<file path="src/rtl/opctl_pkg.sv">
package opctl_pkg;

  localparam int LAMP_N = 4;

  typedef enum logic [1:0] {
    M_IDLE  = 2'd0,
    M_RUN   = 2'd1,
    M_SLEEP = 2'd2,
    M_EXT   = 2'd3
  } mode_t;

  // Reserved all-ones switch word selects pass-through.
  function automatic logic is_passthru(input logic [31:0] word, input int width);
    logic all1;
    all1 = 1'b1;
    for (int i = 0; i < width; i++) all1 = all1 & word[i];
    return all1;
  endfunction

  // Lamp word once the chase has finished.
  function automatic logic [LAMP_N-1:0] mode_lamps(input mode_t m, input logic blink);
    logic [LAMP_N-1:0] l;
    l = '0;
    l[0] = (m == M_RUN) && blink;
    l[1] = (m == M_SLEEP);
    l[3] = (m == M_EXT);
    return l;
  endfunction

endpackage

</file>
<file path="src/rtl/opc_chase.sv">
module opc_chase #(
  parameter int LAMP_N   = 4,
  parameter int STEP_CYC = 32
) (
  input  logic              clk,
  input  logic              rst_n,
  output logic              done,
  output logic [LAMP_N-1:0] lamp_pat
);
  localparam int CW = (STEP_CYC > 1) ? $clog2(STEP_CYC) : 1;
  localparam int IW = $clog2(LAMP_N + 1);

  logic [CW-1:0] cnt;
  logic [IW-1:0] idx;
  logic          step_end;

  assign step_end = (cnt == CW'(STEP_CYC - 1));

  always_ff @(posedge clk or negedge rst_n) begin
    if (!rst_n) begin
      cnt  <= '0;
      idx  <= '0;
      done <= 1'b0;
    end else if (!done) begin
      if (step_end) begin
        cnt <= '0;
        if (idx == IW'(LAMP_N)) done <= 1'b1;
        else                    idx  <= idx + 1'b1;
      end else begin
        cnt <= cnt + 1'b1;
      end
    end
  end

  for (genvar i = 0; i < LAMP_N; i++) begin : g_lamp
    assign lamp_pat[i] = !done && (idx == IW'(i));
  end

  // each step hands the lit lamp to the next one up
  p_chase_advance_r1: assert property (@(posedge clk) disable iff (!rst_n)
    (!done && step_end && (idx < IW'(LAMP_N - 1))) |=> (lamp_pat == ($past(lamp_pat) << 1)));

  // the dark step follows the last lamp
  p_chase_dark_r1: assert property (@(posedge clk) disable iff (!rst_n)
    (!done && step_end && (idx == IW'(LAMP_N - 1))) |=> (lamp_pat == '0));

endmodule

</file>
<file path="src/rtl/opc_blink.sv">
module opc_blink #(
  parameter int BLINK_HALF = 10
) (
  input  logic clk,
  input  logic rst_n,
  input  logic restart,
  input  logic active,
  output logic lamp
);
  localparam int BW = (BLINK_HALF > 1) ? $clog2(BLINK_HALF) : 1;

  logic [BW-1:0] cnt;
  logic          half_end;

  assign half_end = (cnt == BW'(BLINK_HALF - 1));

  always_ff @(posedge clk or negedge rst_n) begin
    if (!rst_n) begin
      cnt  <= '0;
      lamp <= 1'b0;
    end else if (restart) begin
      cnt  <= '0;
      lamp <= 1'b1;
    end else if (active) begin
      if (half_end) begin
        cnt  <= '0;
        lamp <= ~lamp;
      end else begin
        cnt <= cnt + 1'b1;
      end
    end
  end

  // blink restarts with the lamp on
  p_blink_restart_r5: assert property (@(posedge clk) disable iff (!rst_n)
    restart |=> lamp);

  // the lamp holds within a half-period
  p_blink_hold_r5: assert property (@(posedge clk) disable iff (!rst_n)
    (active && !restart && !half_end) |=> $stable(lamp));

endmodule

</file>
<file path="src/rtl/opc_mode.sv">
module opc_mode
  import opctl_pkg::*;
#(
  parameter int SW_W = 6
) (
  input  logic            clk,
  input  logic            rst_n,
  input  logic            accept,
  input  logic            start_p,
  input  logic            sleep_p,
  input  logic [SW_W-1:0] opt_sw,
  output mode_t           mode,
  output logic            run_start,
  output logic            cap_q
);
  logic  passthru;
  logic  start_ok;
  logic  sleep_ok;
  logic  from_rest;
  mode_t mode_nx;

  assign passthru  = is_passthru(32'(opt_sw), SW_W);
  assign start_ok  = accept && start_p;
  assign sleep_ok  = accept && sleep_p && !start_p;
  assign from_rest = (mode == M_IDLE) || (mode == M_SLEEP);
  assign run_start = start_ok && from_rest && !passthru;

  always_comb begin
    mode_nx = mode;
    if (start_ok) begin
      if (from_rest) mode_nx = passthru ? M_EXT : M_RUN;
      else           mode_nx = M_IDLE;
    end else if (sleep_ok) begin
      case (mode)
        M_IDLE:  mode_nx = M_SLEEP;
        M_SLEEP: mode_nx = M_IDLE;
        M_RUN:   mode_nx = M_SLEEP;
        default: mode_nx = mode;
      endcase
    end
  end

  always_ff @(posedge clk or negedge rst_n) begin
    if (!rst_n) begin
      mode  <= M_IDLE;
      cap_q <= 1'b0;
    end else begin
      mode  <= mode_nx;
      cap_q <= run_start;
    end
  end

  // no mode change before the chase ends
  p_gate_r2: assert property (@(posedge clk) disable iff (!rst_n)
    !accept |=> (mode == $past(mode)));

  // pass-through is only entered on the reserved word
  p_ext_entry_r6: assert property (@(posedge clk) disable iff (!rst_n)
    ((mode == M_EXT) && ($past(mode) != M_EXT)) |-> is_passthru(32'($past(opt_sw)), SW_W));

  // sleep press stops a running bridge
  p_sleep_stop_r10: assert property (@(posedge clk) disable iff (!rst_n)
    (accept && sleep_p && !start_p && (mode == M_RUN)) |=> (mode == M_SLEEP));

  // start wins over a simultaneous sleep press
  p_start_wins_r11: assert property (@(posedge clk) disable iff (!rst_n)
    (accept && start_p && sleep_p && (mode == M_RUN)) |=> (mode == M_IDLE));

  // sleep press ignored in pass-through
  p_ext_sleep_r7: assert property (@(posedge clk) disable iff (!rst_n)
    (accept && sleep_p && !start_p && (mode == M_EXT)) |=> (mode == M_EXT));

endmodule

</file>
<file path="src/rtl/bridge_opctl.sv">
module bridge_opctl
  import opctl_pkg::*;
#(
  parameter int STEP_CYC   = 32,
  parameter int BLINK_HALF = 10,
  parameter int SW_W       = 6
) (
  input  logic            clk,
  input  logic            rst_n,
  input  logic            start_p,
  input  logic            sleep_p,
  input  logic [SW_W-1:0] opt_sw,
  output logic            pwm_en,
  output logic            sleep_on,
  output logic            ext_mode,
  output logic            cfg_capture,
  output logic [3:0]      led
);
  logic              chase_done;
  logic [LAMP_N-1:0] chase_pat;
  mode_t             mode;
  logic              run_start;
  logic              cap_q;
  logic              blink_lamp;

  opc_chase #(.LAMP_N(LAMP_N), .STEP_CYC(STEP_CYC)) u_chase (
    .clk      (clk),
    .rst_n    (rst_n),
    .done     (chase_done),
    .lamp_pat (chase_pat)
  );

  opc_mode #(.SW_W(SW_W)) u_mode (
    .clk       (clk),
    .rst_n     (rst_n),
    .accept    (chase_done),
    .start_p   (start_p),
    .sleep_p   (sleep_p),
    .opt_sw    (opt_sw),
    .mode      (mode),
    .run_start (run_start),
    .cap_q     (cap_q)
  );

  opc_blink #(.BLINK_HALF(BLINK_HALF)) u_blink (
    .clk     (clk),
    .rst_n   (rst_n),
    .restart (run_start),
    .active  (mode == M_RUN),
    .lamp    (blink_lamp)
  );

  assign pwm_en      = (mode == M_RUN);
  assign sleep_on    = (mode == M_SLEEP);
  assign ext_mode    = (mode == M_EXT);
  assign cfg_capture = cap_q;
  assign led         = chase_done ? mode_lamps(mode, blink_lamp) : chase_pat;

  // settings strobe only in the first running cycle
  p_capture_run_r3: assert property (@(posedge clk) disable iff (!rst_n)
    cfg_capture |-> (pwm_en && !$past(pwm_en)));

  // RUN lamp on in the first running cycle
  p_run_lamp_r5: assert property (@(posedge clk) disable iff (!rst_n)
    $rose(pwm_en) |-> led[0]);

  // lamp 2 dark after the chase
  p_lamp2_dark_r12: assert property (@(posedge clk) disable iff (!rst_n)
    chase_done |-> !led[2]);

  // pass-through never leaves the internal PWM on
  p_ext_no_pwm_r6: assert property (@(posedge clk) disable iff (!rst_n)
    ext_mode |-> (!pwm_en && led[3] && !cfg_capture));

endmodule

</file>
<file path="config.mk">
export PLATFORM = sky130hd
export DESIGN_NAME = bridge_opctl
export DESIGN_NICKNAME = d
export VERILOG_FILES = /design/src/rtl/opctl_pkg.sv /design/src/rtl/opc_chase.sv /design/src/rtl/opc_blink.sv /design/src/rtl/opc_mode.sv /design/src/rtl/bridge_opctl.sv
export SDC_FILE = /design/constraint.sdc
export NUM_CORES = 1
export LEC_CHECK = 0
export ABC_CLOCK_PERIOD_IN_PS = 2350
export BUFFER_PORTS_ARGS = -buffer_cell sky130_fd_sc_hd__buf_2
export CAP_MARGIN = 20
export CORE_MARGIN = 8
export CORE_UTILIZATION = 45
export CTS_CLUSTER_DIAMETER = 50
export DETAILED_ROUTE_END_ITERATION = 6
export PLACE_DENSITY = 0.66
export REMOVE_ABC_BUFFERS = 1
export SETUP_SLACK_MARGIN = 0.3
export SLEW_MARGIN = 20
export SYNTH_ARGS = -nofsm -noshare
export SYNTH_HDL_FRONTEND = slang
export SYNTH_HIERARCHICAL = 1
export SYNTH_SLANG_ARGS = --single-unit
</file>
<file path="constraint.sdc">
create_clock -name clk -period 2.35 [get_ports clk]
set_clock_uncertainty 0.2 [all_clocks]
set_input_delay 0.1175 -clock clk [delete_from_list [all_inputs] [get_ports clk]]
set_output_delay 0.1175 -clock clk [all_outputs]
set_load 0.005 [all_outputs]
</file>
---- Word-level counts from Yosys, hierarchy flattened ----
Index checks and enable logic that the tools add are counted.
W data, S select, Z words.
word-level totals
  register bits ........................... 17
  input bits .............................. 10
  output and inout port bits .............. 8
  logic and storage cells ................. 67
cells by class
  add/subtract/negate cells ............... 3
  eq/ne operators ......................... 9
  multiplexer cells ....................... 16
  bitwise logic cells ..................... 8
  reduce and logical (&&, ||, !) cells .... 24
operators by type and width
  cell                   number
  $mux W4                4
  $logic_and A1 B1 Y1    10
  $mux W2                4
  $eq A3 B2 Y1 const B   2
  $mux W1                6
  $reduce_bool A2 Y1     3
  $add A5 B1 Y5 const B  1
  $and A1 B1 Y1          5
  $eq A5 B5 Y1 const B   1
  $mux W5                1
  $add A4 B1 Y4 const B  1
  $eq A2 B2 Y1 const B   2
  $eq A4 B4 Y1 const B   1
  $pmux W2 S2            1
  $reduce_and A2 Y1      2
  $add A3 B1 Y3 const B  1
  $eq A3 B1 Y1 const B   1
  $eq A3 B3 Y1 const B   1
  $logic_not A1 Y1       3
  $logic_not A3 Y1       1
  $not A1 Y1             3
  $reduce_and A3 Y1      1
  $reduce_bool A3 Y1     1
  $eq A2 B1 Y1 const B   1
  other kinds (3)        3

---- Longest topological paths before layout ----
Gate-level depths: netlist of the first run.
  depth in word-level cells ............... 9
  gate-level depth with buffers ........... 6
  depth with buffers taken out ............ 6

---- By module ----
The synthesis of the first run kept the hierarchy.
by module, submodules not included
  module        instances  cells an instance  area each (µm²)  sequential area each (µm²)
  opc_chase     1          49                 526.8            225.2
  opc_blink     1          28                 286.5            125.1
  opc_mode      1          18                 153.9            75.1
  bridge_opctl  1          8                  66.3             0.0

---- Worst setup path before layout of the first run ----
Ideal clock, no wire load.
  kind .................................... register to register
  start ................................... register u_chase.cnt[0]
  end ..................................... register u_chase.idx[1]
  library setup time ...................... 0.125 ns
  data arrival time ....................... 1.497 ns
  data required time ...................... 2.025 ns
  slack ................................... 0.528 ns
  cell stages (with the launch flop) ...... 7
  buffers on the path ..................... 0
  period minus slack after synthesis ...... 1.822 ns
  cell sequence ........................... dfrtp_1 ha_1 and3_1 ha_1 nand2b_4 a21o_1 mux2_4
between the ends
  longest elaborated chain between the ends .. 2
ends and longest elaborated chain
  element                      line             text
  from (decl)                  opc_chase.sv:13  logic [CW-1:0] cnt;
  from (signal assigned)       opc_chase.sv:30  cnt <= cnt + 1'b1;
  $eq A5 B5 Y1                 opc_chase.sv:17  assign step_end = (cnt == CW'(STEP_CYC - 1));
  $reduce_and A3 Y1 (no line)  n/a
  to (signal assigned)         opc_chase.sv:28  else idx <= idx + 1'b1;
  to (decl)                    opc_chase.sv:14  logic [IW-1:0] idx;
Every way passes these cells.
A chain may end at the register's enable or synchronous reset.

---- Worst setup path in the final report of the first run ----
  start ................................... register u_chase.idx[0]
  end ..................................... output port led[3]
between the ends
  longest elaborated chain between the ends .. 3
ends and longest elaborated chain
  element              line                text
  $eq A3 B2 Y1         opc_chase.sv:36     assign lamp_pat[i] = !done && (idx == IW'(i));
  $logic_and A1 B1 Y1  opc_chase.sv:36
  net chase_pat[3]     bridge_opctl.sv:20  logic [LAMP_N-1:0] chase_pat;
  $mux W4              bridge_opctl.sv:57  assign led = chase_done ? mode_lamps(mode, blink_lamp) : chase_pat;
  to (decl)            bridge_opctl.sv:17  output logic [3:0] led
The timed path passes the listed nets, and every way through them passes these cells.

==> results of run 1 <==
==> final cells by class <==
type	count	area, sq um	share of cell area
repair buffers	24	148	0.119
inverters	5	18.8	0.0151
clock buffers	3	22.5	0.0181
clock inverters	1	7.51	0.00604
well taps	28	35.0	0.0282
multi-input cells	80	587	0.472
flip-flops and latches	17	425	0.342
==> power groups by stage <==
stage               registers, mW  logic [mW]  clock network (mW)
global route                0.292      0.0248               0.187
finish                      0.292      0.0218               0.167
global placement            0.298      0.0163                   0
CTS                         0.292      0.0220               0.173
floorplan                   0.298     0.00202                   0
detailed placement          0.298      0.0170                   0
==> metal layers <==
layer / up-vias / part of all wire / GRT usage
met5: - / 0 / 0
met4: 0 / 0.018 / 0.0585
met3: 4 / 0.032 / 0.0279
met2: 13 / 0.52 / 0.217
met1: 391 / 0.43 / 0.125
li1: 414 / - / -
==> flip-flops by register name, indices dropped and copies added, names as in the netlist <==
name and flops:
u_chase/idx 3, u_chase/cnt 5, u_chase/done 1, u_mode/mode 2
u_blink/lamp 1, u_mode/cap_q 1, u_blink/cnt 4
==> through the flow <==
stage	utilization	instance area, sq um	hold slack [ps]
after global placement	0.531	1160	-136
after global routing	0.568	1240	70.4
after floorplan	-	1030	-378
final	0.568	1240	54.6
after CTS	0.563	1230	44.7
after detailed placement	0.531	1160	-133
==> cell usage in the layout, fill, tap and decap left out, types with 2 or more instances in the layout <==
cell type and count:
buf_2 17, nor2_1 6, mux2_2 4, clkbuf_4 3, dlygate4sd3_1 4, nand2_1 8, nand2b_1 4, o21ai_1 2
a21oi_1 4, a21o_1 2, dfrtp_1 17, nor2b_1 4, o21ai_0 7, nand4_1 2, and3_1 2, inv_1 5
nand3b_1 3, buf_4 3, ha_1 9, and2_1 3
==> how the worst min path moves through the flow <==
stage / to / slack [ps] / depth (start not counted)
2_1_floorplan: u_blink/cnt[0] / -380 / 0
3_3_place_gp: u_chase/cnt[4] / -140 / 1
3_5_place_dp: u_chase/cnt[4] / -130 / 1
4_1_cts: u_mode/mode[1] / 40 / 4
5_1_grt: u_chase/idx[1] / 70 / 2
6_report: u_chase/cnt[4] / 50 / 2
==> cell families (layout without fill, tap and decap cells) <==
logic type / after synthesis / count (layout) / share of synthesized area
compound gates: 22 / 22 / 0.133
xor+xnor: 2 / 2 / 0.0170
flops: 17 / 17 / 0.412
fa+ha+maj: 10 / 10 / 0.121
mux: 6 / 6 / 0.0678
simple gates: 40 / 40 / 0.226
buf+inv: 6 / 33 / 0.0230
==> timing repair <==
| item | in CTS | in global routing |
|---|---|---|
| hold buffers | 4 | 0 |
| endpoints found under the setup margin | 0 | 2 |
| setup buffers | 0 | 1 |
| gates resized for setup | 0 | 1 |
| hold endpoints to repair | 19 | 0 |
==> reports/metrics.yaml, run 1 <==
global_routing:
  track_usage: 0.119
  grt_overflow: 0
  grt_pass1_wl_microns: 3950
  grt_antenna_before_repair: 0
  grt_pass1_vias: 887
  grt_max_degree: 18
sta:
  setup_viol_count_final: 0
  post-route-min-period_ps: 1930
  finalCritPeriodShare: 0.821
  fin_ws_ps: 421
  slew_viol_final: 0
  worst_slew_pin_slew_ps: 389
  fmax_mhz: 518
  max_slew_margin: 0.741
  fin_tns_setup_ps: 0
  rsz0062_at_grt: "no"
  final-hold-violation-count: 0
synth:
  netlist.area_leader.share: 0.412
  yosys-top-cells-area: "dfrtp_1 41%, ha_1 12%, mux2_2 4.4%"
  synth_cell_types: 36
  ys_ff_latch: 17
  synth.most_common_cell: "dfrtp_1"
  ys_warn_count: 6
  synth_cells: 103
  seq_area_frac_synth: 0.412
  synth_edf_count: 0
  synthesis.area_sq_um: 1030
  yosys.area.top_type: "dfrtp_1"
  synth_area_per_cell_sq_um: 10.0
  synthTopCellsByCount: "17 x dfrtp_1, 10 x ha_1, 8 x nand2_1"
  ys.flop_type: "dfrtp_1"
  synthArstFlopShare: 1.00
route:
  routed_wl_microns: 2160
  vias: 822
  firstDrtPassIters: 4
  routedWlPerCell_microns: 13.6
  via_per_inst: 5.20
  ant_nets: 0
  route.detailed.drc: 0
  drt_iter0_drc: 39
run_status:
  status: "finished, final reports clean"
pwr:
  powerDensity_nw_per_um2: 387
  finalPower_uw: 481
  ir_drop_mv: 0.365
  power_switching_share: 0.235
  clkPwrFrac: 0.347
  power_frac_comb: 0.045
  seq_power_share: 0.608
  leakagePower_nw: 0.589
  p_int_uw: 368
  p_sw_uw: 113
clock_tree:
  cts.sinks: 17
  cts_buffers: 3
  clkLatencyLatePin_ps: 300
  path_clk_slew_ps: 110
  htree_levels: 1
  clockRootBuffer: "clkbuf_4"
  clk_path_buf_depth: 2
  tritoncts: "built"
placed_design:
  pre_cts_slack_ps: 446
  place.detailed.instances: 149
  portBuffers: 17
  gp_congestion: 0.837
  dp_hpwl_microns: 1580
worst_setup_path:
  cpMaxStageDelayCell: "dfrtp_1"
  cp_num_buf_inv: 1
  crit_chain: "ha_1 -> ha_1 -> nor2b_1 -> mux2_2 -> buf_2"
  reg2reg_to: "u_chase/idx[1]"
  reg2reg_depth: 6
  endpoint: "led[3]"
  critPathLaunchType: "flip-flop"
  timing.reg2reg.setup_slack_ps: 430
  crit_cells: 5
  worst_path_most_repeated_cell: "ha_1"
  cpPeakStageDelay_ps: 440
  path_class: "flip-flop to output pin"
  worst_setup_path_end_kind: "output pin"
  crit_fanout: 4
  critical_path_arrival_ps: 1610
  r2r-start: "u_chase/cnt[0]"
  cp_top_family: "flip-flops"
  startpoint: "u_chase/idx[0]"
  cp.required_ps: 2030
layout:
  syn_to_final_growth_pct: 20.3
  drive_gt1_frac: 0.269
  final_nets: 151
  nFillCells: 195
  diodes: 0
  fin_cells: 158
floorplan:
  ios: 18
  die_width_microns: 63.9
  core_area_sq_um: 2190
  num_rows: 17
  die_y_microns: 63.9
  dieArea_sq_um: 4090
  start_util: 0.472
min_path:
  worstHoldPathType: "input pin to async pin"
job:
  maxCapViolations: 0
(Power assumes the default switching activity.)
==> inputs of run 2 (changes only) <==
--- a/config.mk
+++ b/config.mk
@@ -5,14 +5,15 @@
 export SDC_FILE = /design/constraint.sdc
 export NUM_CORES = 1
 export LEC_CHECK = 0
-export ABC_CLOCK_PERIOD_IN_PS = 2350
+export ABC_AREA = 1
+export ABC_CLOCK_PERIOD_IN_PS = 1700
 export BUFFER_PORTS_ARGS = -buffer_cell sky130_fd_sc_hd__buf_2
 export CAP_MARGIN = 20
 export CORE_MARGIN = 8
 export CORE_UTILIZATION = 45
 export CTS_CLUSTER_DIAMETER = 50
 export DETAILED_ROUTE_END_ITERATION = 6
-export PLACE_DENSITY = 0.66
+export PLACE_DENSITY = 0.68
 export REMOVE_ABC_BUFFERS = 1
 export SETUP_SLACK_MARGIN = 0.3
 export SLEW_MARGIN = 20
==> constraint.sdc (replaced) <==
create_clock -name clk -period 1.7 [get_ports clk]
set_clock_uncertainty 0.2 [all_clocks]
set_input_delay 0.085 -clock clk [delete_from_list [all_inputs] [get_ports clk]]
set_output_delay 0.085 -clock clk [all_outputs]
set_load 0.005 [all_outputs]
==> run 2 against run 1 <==
Net effect: the flow now finishes with violations (negative setup slack); core utilization rose by 8.9 points; clock power rose by 28%; wire length rose by 17%; hold slack got worse by 18 ps; global-route usage rose by 0.86 points; count of clock-buffer cells in the layout did not move; critical endpoint is now led[2]; largest cell class unchanged.
==> reports/metrics.yaml, run 2 <==
synth:
  synthArstFlopShare: 1.00
  synth_area_per_cell_sq_um: 7.45
  ys.flop_type: "dfrtp_1"
  synth.most_common_cell: "nand2_1"
  ys_ff_latch: 17
  yosys.area.top_type: "dfrtp_1"
  synth_edf_count: 0
  synthTopCellsByCount: "46 x nand2_1, 24 x inv_1, 17 x dfrtp_1"
  yosys-top-cells-area: "dfrtp_1 38%, nand2_1 16%, ha_1 11%"
  synth_cells: 149
  synth_cell_types: 19
  ys_warn_count: 6
  netlist.area_leader.share: 0.383
  seq_area_frac_synth: 0.383
  synthesis.area_sq_um: 1110
layout:
  drive_gt1_frac: 0.448
  final_nets: 204
  largest-register: "u_chase/cnt"
  diodes: 0
  fin_area_sq_um: 1580
  syn_to_final_growth_pct: 42.6
  reg_top3: "u_chase/cnt (5), u_blink/cnt (4), u_chase/idx (3)"
  layout_common_cells: "39 x nand2_1, 17 x buf_2, 16 x inv_1"
  nFillCells: 209
  final_common_cell: "nand2_1"
  largest_reg_flops: 5
floorplan:
  num_rows: 18
  ios: 18
  die_y_microns: 65.7
  dieArea_sq_um: 4310
  start_util: 0.461
  core_area_sq_um: 2410
  die_width_microns: 65.7
placed_design:
  placed_area_sq_um: 1240
  pre_cts_slack_ps: 80.9
  portBuffers: 17
  gp_congestion: 0.806
  dp_hpwl_microns: 1710
route:
  firstDrtPassIters: 7
  ant_nets: 0
  vias: 1024
  via_per_inst: 4.81
  routedWlPerCell_microns: 11.9
  drt_iter0_drc: 49
  route.detailed.drc: 0
  routed_wl_microns: 2530
global_routing:
  gr-usage-met2: 0.234
  grt_antenna_before_repair: 0
  grt_max_degree: 18
  track_usage: 0.128
  grt_pass1_wl_microns: 4440
  gr-usage-met3: 0.0408
  use_met1: 0.139
  grt_overflow: 0
  grt_pass1_vias: 1022
  grt.busiest_layer: "met2"
worst_setup_path:
  critical_path_arrival_ps: 1460
  cp.required_ps: 1410
  cp_top_family: "flip-flops"
  cpPeakStageDelay_ps: 440
  cp_num_buf_inv: 3
  crit_chain: "inv_2 -> ha_4 -> nand2_1 -> nor2_1 -> inv_1 -> nor2_1 -> buf_2"
  path_class: "flip-flop to output pin"
  worst_setup_path_end_kind: "output pin"
  cpMaxStageDelayCell: "dfrtp_1"
  worst_path_most_repeated_cell: "nor2_1"
  critPathLaunchType: "flip-flop"
  crit_fanout: 3
sta:
  fin_ws_ps: -47.0
  slew_viol_final: 0
  post-route-min-period_ps: 1750
  final-hold-violation-count: 0
  finalCritPeriodShare: 1.03
  max_slew_margin: 0.737
  worst_slew_pin_slew_ps: 394
  rsz0062_at_grt: "yes"
  setup_viol_count_final: 1
  fmax_mhz: 572
clock_tree:
  clkLatencyLatePin_ps: 290
  htree_levels: 1
  clockRootBuffer: "clkbuf_4"
  cts.sinks: 17
  cts_buffers: 3
  path_clk_slew_ps: 100
  tritoncts: "built"
  clk_path_buf_depth: 2
run_status:
  violations: "negative setup slack"
  status: "complete, but fails checks"
pwr:
  powerDensity_nw_per_um2: 408
  leakagePower_nw: 0.863
  ir_drop_mv: 0.540
min_path:
  worstHoldPathType: "input pin to async pin"
job:
  maxCapViolations: 0
==> run 2: cell type report <==
class	count	area (sq um)	share of cell area
repair buffers	31	221	0.140
clock inverters	1	5.00	0.00316
inverters	29	121	0.0767
flip-flops and latches	17	428	0.270
well taps	30	37.5	0.0237
clock buffers	3	22.5	0.0142
multi-input cells	102	747	0.472
==> run 2: cell families after synthesis <==
family / count (synthesis) / synth area share
compound gates: 11 / 0.0496
buf+inv: 30 / 0.113
fa+ha+maj: 10 / 0.113
flops: 17 / 0.383
xor+xnor: 1 / 0.0147
simple gates: 80 / 0.327
==> run 2: power breakdown <==
| group | total [mW] | switching [mW] | internal [mW] |
|---|---|---|---|
| combinational | 0.0281 | 0.0151 | 0.0130 |
| clock | 0.214 | 0.126 | 0.0874 |
| sequential | 0.404 | 0 | 0.404 |
==> run 2: path summary, 6_finish.rpt <==
| path | start | end | slack [ps] | depth (start not counted) |
|---|---|---|---|---|
| worst min-delay path | rst_n | u_blink/lamp | 40 | 2 |
| worst max-delay path | u_chase/idx[0] | led[2] | -50 | 7 |
| worst min register to register | u_blink/lamp | u_blink/lamp | 320 | 2 |
| min in group clk | opt_sw[2] | u_mode/mode[1] | 60 | 7 |
| worst max register to register | u_chase/cnt[0] | u_chase/idx[0] | 140 | 6 |
| max in group asynchronous | rst_n | u_chase/idx[1] | 960 | 2 |
==> run 2: timing repair <==
action | 4_1_cts | 5_1_grt
pin swaps | 12 | 14
setup endpoints to repair | 19 | 22
endpoints found under the hold margin | 20 | 0
hold buffers | 3 | 0
gates resized for setup | 22 | 36
buffers inserted | 4 | 5
==> run 2: metrics by stage <==
stage               hold slack (ps)  total power [mW]  instances   util  setup TNS [ps]
floorplan                      -411             0.415        148      -           -74.6
global placement               -174             0.433        197  0.513               0
detailed placement             -170             0.434        197  0.513               0
CTS                            -101             0.660        208  0.579               0
global route                   66.9             0.684        213  0.657            -235
finish                         37.0             0.646        213  0.657           -47.0
==> run 2: layer usage <==
metal | routed length (microns) | up-vias
met4 | 13 | 0
met2 | 1390 | 18
met5 | 0 | -
met3 | 86 | 2
li1 | - | 518
met1 | 1040 | 486
==> inputs of run 3 (changes only) <==
--- a/config.mk
+++ b/config.mk
@@ -14,6 +14,7 @@
 export CTS_CLUSTER_DIAMETER = 50
 export DETAILED_ROUTE_END_ITERATION = 6
 export PLACE_DENSITY = 0.68
+export RECOVER_POWER = 25
 export REMOVE_ABC_BUFFERS = 1
 export SETUP_SLACK_MARGIN = 0.3
 export SLEW_MARGIN = 20
==> run 3 against run 2 <==
Net effect: first-iteration DRC count up 14%; hold slack gained 25 ps; total power shrank 0.16%; global-route usage stayed put; the flow still finishes with violations (negative setup slack); die area is the same; design area is essentially flat; highest routed layer unchanged; count of clock-buffer cells in the layout is the same; wire length is 0.20% lower.
==> reports/metrics.yaml, run 3 (same netlist as run 2, synthesis figures left out) <==
min_path:
  hold_start: "opt_sw[2]"
  worstHoldPathType: "input pin to flip-flop"
  holdPathStages: 7
  min_to: "u_mode/mode[1]"
sta:
  final-hold-violation-count: 0
  finalCritPeriodShare: 1.03
  fin_ws_ps: -46.4
  setup_viol_count_final: 1
  fmax_mhz: 573
  fin_tns_setup_ps: -46.4
  hold_ws_ps: 62.3
  worst_slew_pin_slew_ps: 923
  max_slew_margin: 0.385
  slew_viol_final: 0
  post-route-min-period_ps: 1750
  rsz0062_at_grt: "yes"
placed_design:
  dp_hpwl_microns: 1710
  place.detailed.instances: 197
  placed_area_sq_um: 1240
  portBuffers: 17
  gp_congestion: 0.806
pwr:
  leakagePower_nw: 0.860
  clkPwrFrac: 0.331
  power_frac_comb: 0.043
  ir_drop_mv: 0.539
  powerDensity_nw_per_um2: 408
  p_int_uw: 504
  p_sw_uw: 141
  seq_power_share: 0.627
  power_switching_share: 0.218
layout:
  largest_reg_flops: 5
  syn_to_final_growth_pct: 42.5
  diodes: 0
  reg_top3: "u_chase/cnt (5), u_blink/cnt (4), u_chase/idx (3)"
  layout_common_cells: "39 x nand2_1, 16 x inv_1, 16 x buf_2"
  largest-register: "u_chase/cnt"
  final_nets: 204
  drive_gt1_frac: 0.443
  nFillCells: 208
  final_util: 0.656
  fin_cells: 213
  final_common_cell: "nand2_1"
  fin_area_sq_um: 1580
route:
  drt_iter0_drc: 56
  firstDrtPassIters: 4
  vias: 1015
  routedWlPerCell_microns: 11.9
  routed_wl_microns: 2530
  route.detailed.drc: 0
  via_per_inst: 4.77
  ant_nets: 0
clock_tree:
  clockRootBuffer: "clkbuf_4"
  htree_levels: 1
  clk_path_buf_depth: 2
  clkLatencyLatePin_ps: 290
  tritoncts: "built"
  cts_buffers: 3
  path_clk_slew_ps: 100
  cts.sinks: 17
floorplan:
  die_width_microns: 65.7
  dieArea_sq_um: 4310
  die_y_microns: 65.7
  start_util: 0.461
  ios: 18
  num_rows: 18
  core_area_sq_um: 2410
worst_setup_path:
  timing.reg2reg.setup_slack_ps: 140
  crit_fanout: 3
  cp.required_ps: 1410
  reg2reg_depth: 6
  r2r-start: "u_chase/cnt[0]"
  worst_setup_path_end_kind: "output pin"
  path_class: "flip-flop to output pin"
  critPathLaunchType: "flip-flop"
  critical_path_arrival_ps: 1460
  reg2reg_to: "u_chase/idx[0]"
job:
  maxCapViolations: 0
global_routing:
  grt_overflow: 0
  gr-usage-met3: 0.0408
  grt_pass1_vias: 1022
  gr-usage-met2: 0.234
  grt_max_degree: 18
  use_met1: 0.139
  grt_antenna_before_repair: 0
  grt.busiest_layer: "met2"
  track_usage: 0.128
  grt_pass1_wl_microns: 4440
run_status:
  violations: "negative setup slack"
  status: "complete, but fails checks"
run 3: layout make-up:
| type | count | area, sq um | share of cell area |
|---|---|---|---|
| clock buffer | 3 | 22.5 | 0.0142 |
| inverter | 29 | 121 | 0.0767 |
| tap | 30 | 37.5 | 0.0237 |
| sequential | 17 | 428 | 0.271 |
| clock inverter | 1 | 5.00 | 0.00316 |
| multi-input combinational | 102 | 747 | 0.472 |
| timing repair buffer | 31 | 220 | 0.139 |
run 3: through the flow:
stage / setup slack (ps) / power [mW]
6_report: -46.4 / 0.645
5_1_grt: -120 / 0.683
4_1_cts: 14.8 / 0.660
3_5_place_dp: 80.9 / 0.434
3_3_place_gp: 150 / 0.433
2_1_floorplan: -69.0 / 0.415
run 3: metal layers:
metal  vias up  wire length (microns)  part of all wire
li1        517                      -                 -
met1       484                   1030              0.41
met3         2                     80             0.032
met2        12                   1410              0.56
met4         0                     13            0.0051
met5         -                      0                 0
run 3: timing repair:
item	4_1_cts	5_1_grt
hold endpoints to repair	20	0
hold buffers	3	0
buffers inserted	4	5
gates resized for setup	22	36
pin swaps	12	14
setup endpoints to repair	19	22
run 3: worst max-delay path by stage:
stage	slack (ps)	from	end	depth (start not counted)
global placement	150	u_chase/cnt[1]	u_chase/idx[0]	6
floorplan	-70	u_chase/done	u_blink/cnt[3]	7
finish	-50	u_chase/idx[0]	led[2]	7
global route	-120	u_chase/idx[0]	led[2]	7
detailed placement	80	u_chase/cnt[1]	u_chase/idx[0]	6
CTS	10	u_chase/idx[1]	led[3]	7
run 3: power by group through the flow:
stage          combinational (mW)  clock (mW)  sequential [mW]
6_report                   0.0276       0.213            0.404
4_1_cts                    0.0275       0.229            0.404
3_3_place_gp               0.0215           0            0.412
5_1_grt                    0.0315       0.247            0.404
3_5_place_dp               0.0219           0            0.412
2_1_floorplan             0.00323           0            0.412
run 3: critical path, stage by stage, from the launching register on:
cell and delay (ps):
dfrtp_1 440, inv_2 120, ha_4 130, nand2_1 60, nor2_1 140, inv_1 60
nor2_1 100, buf_2 120
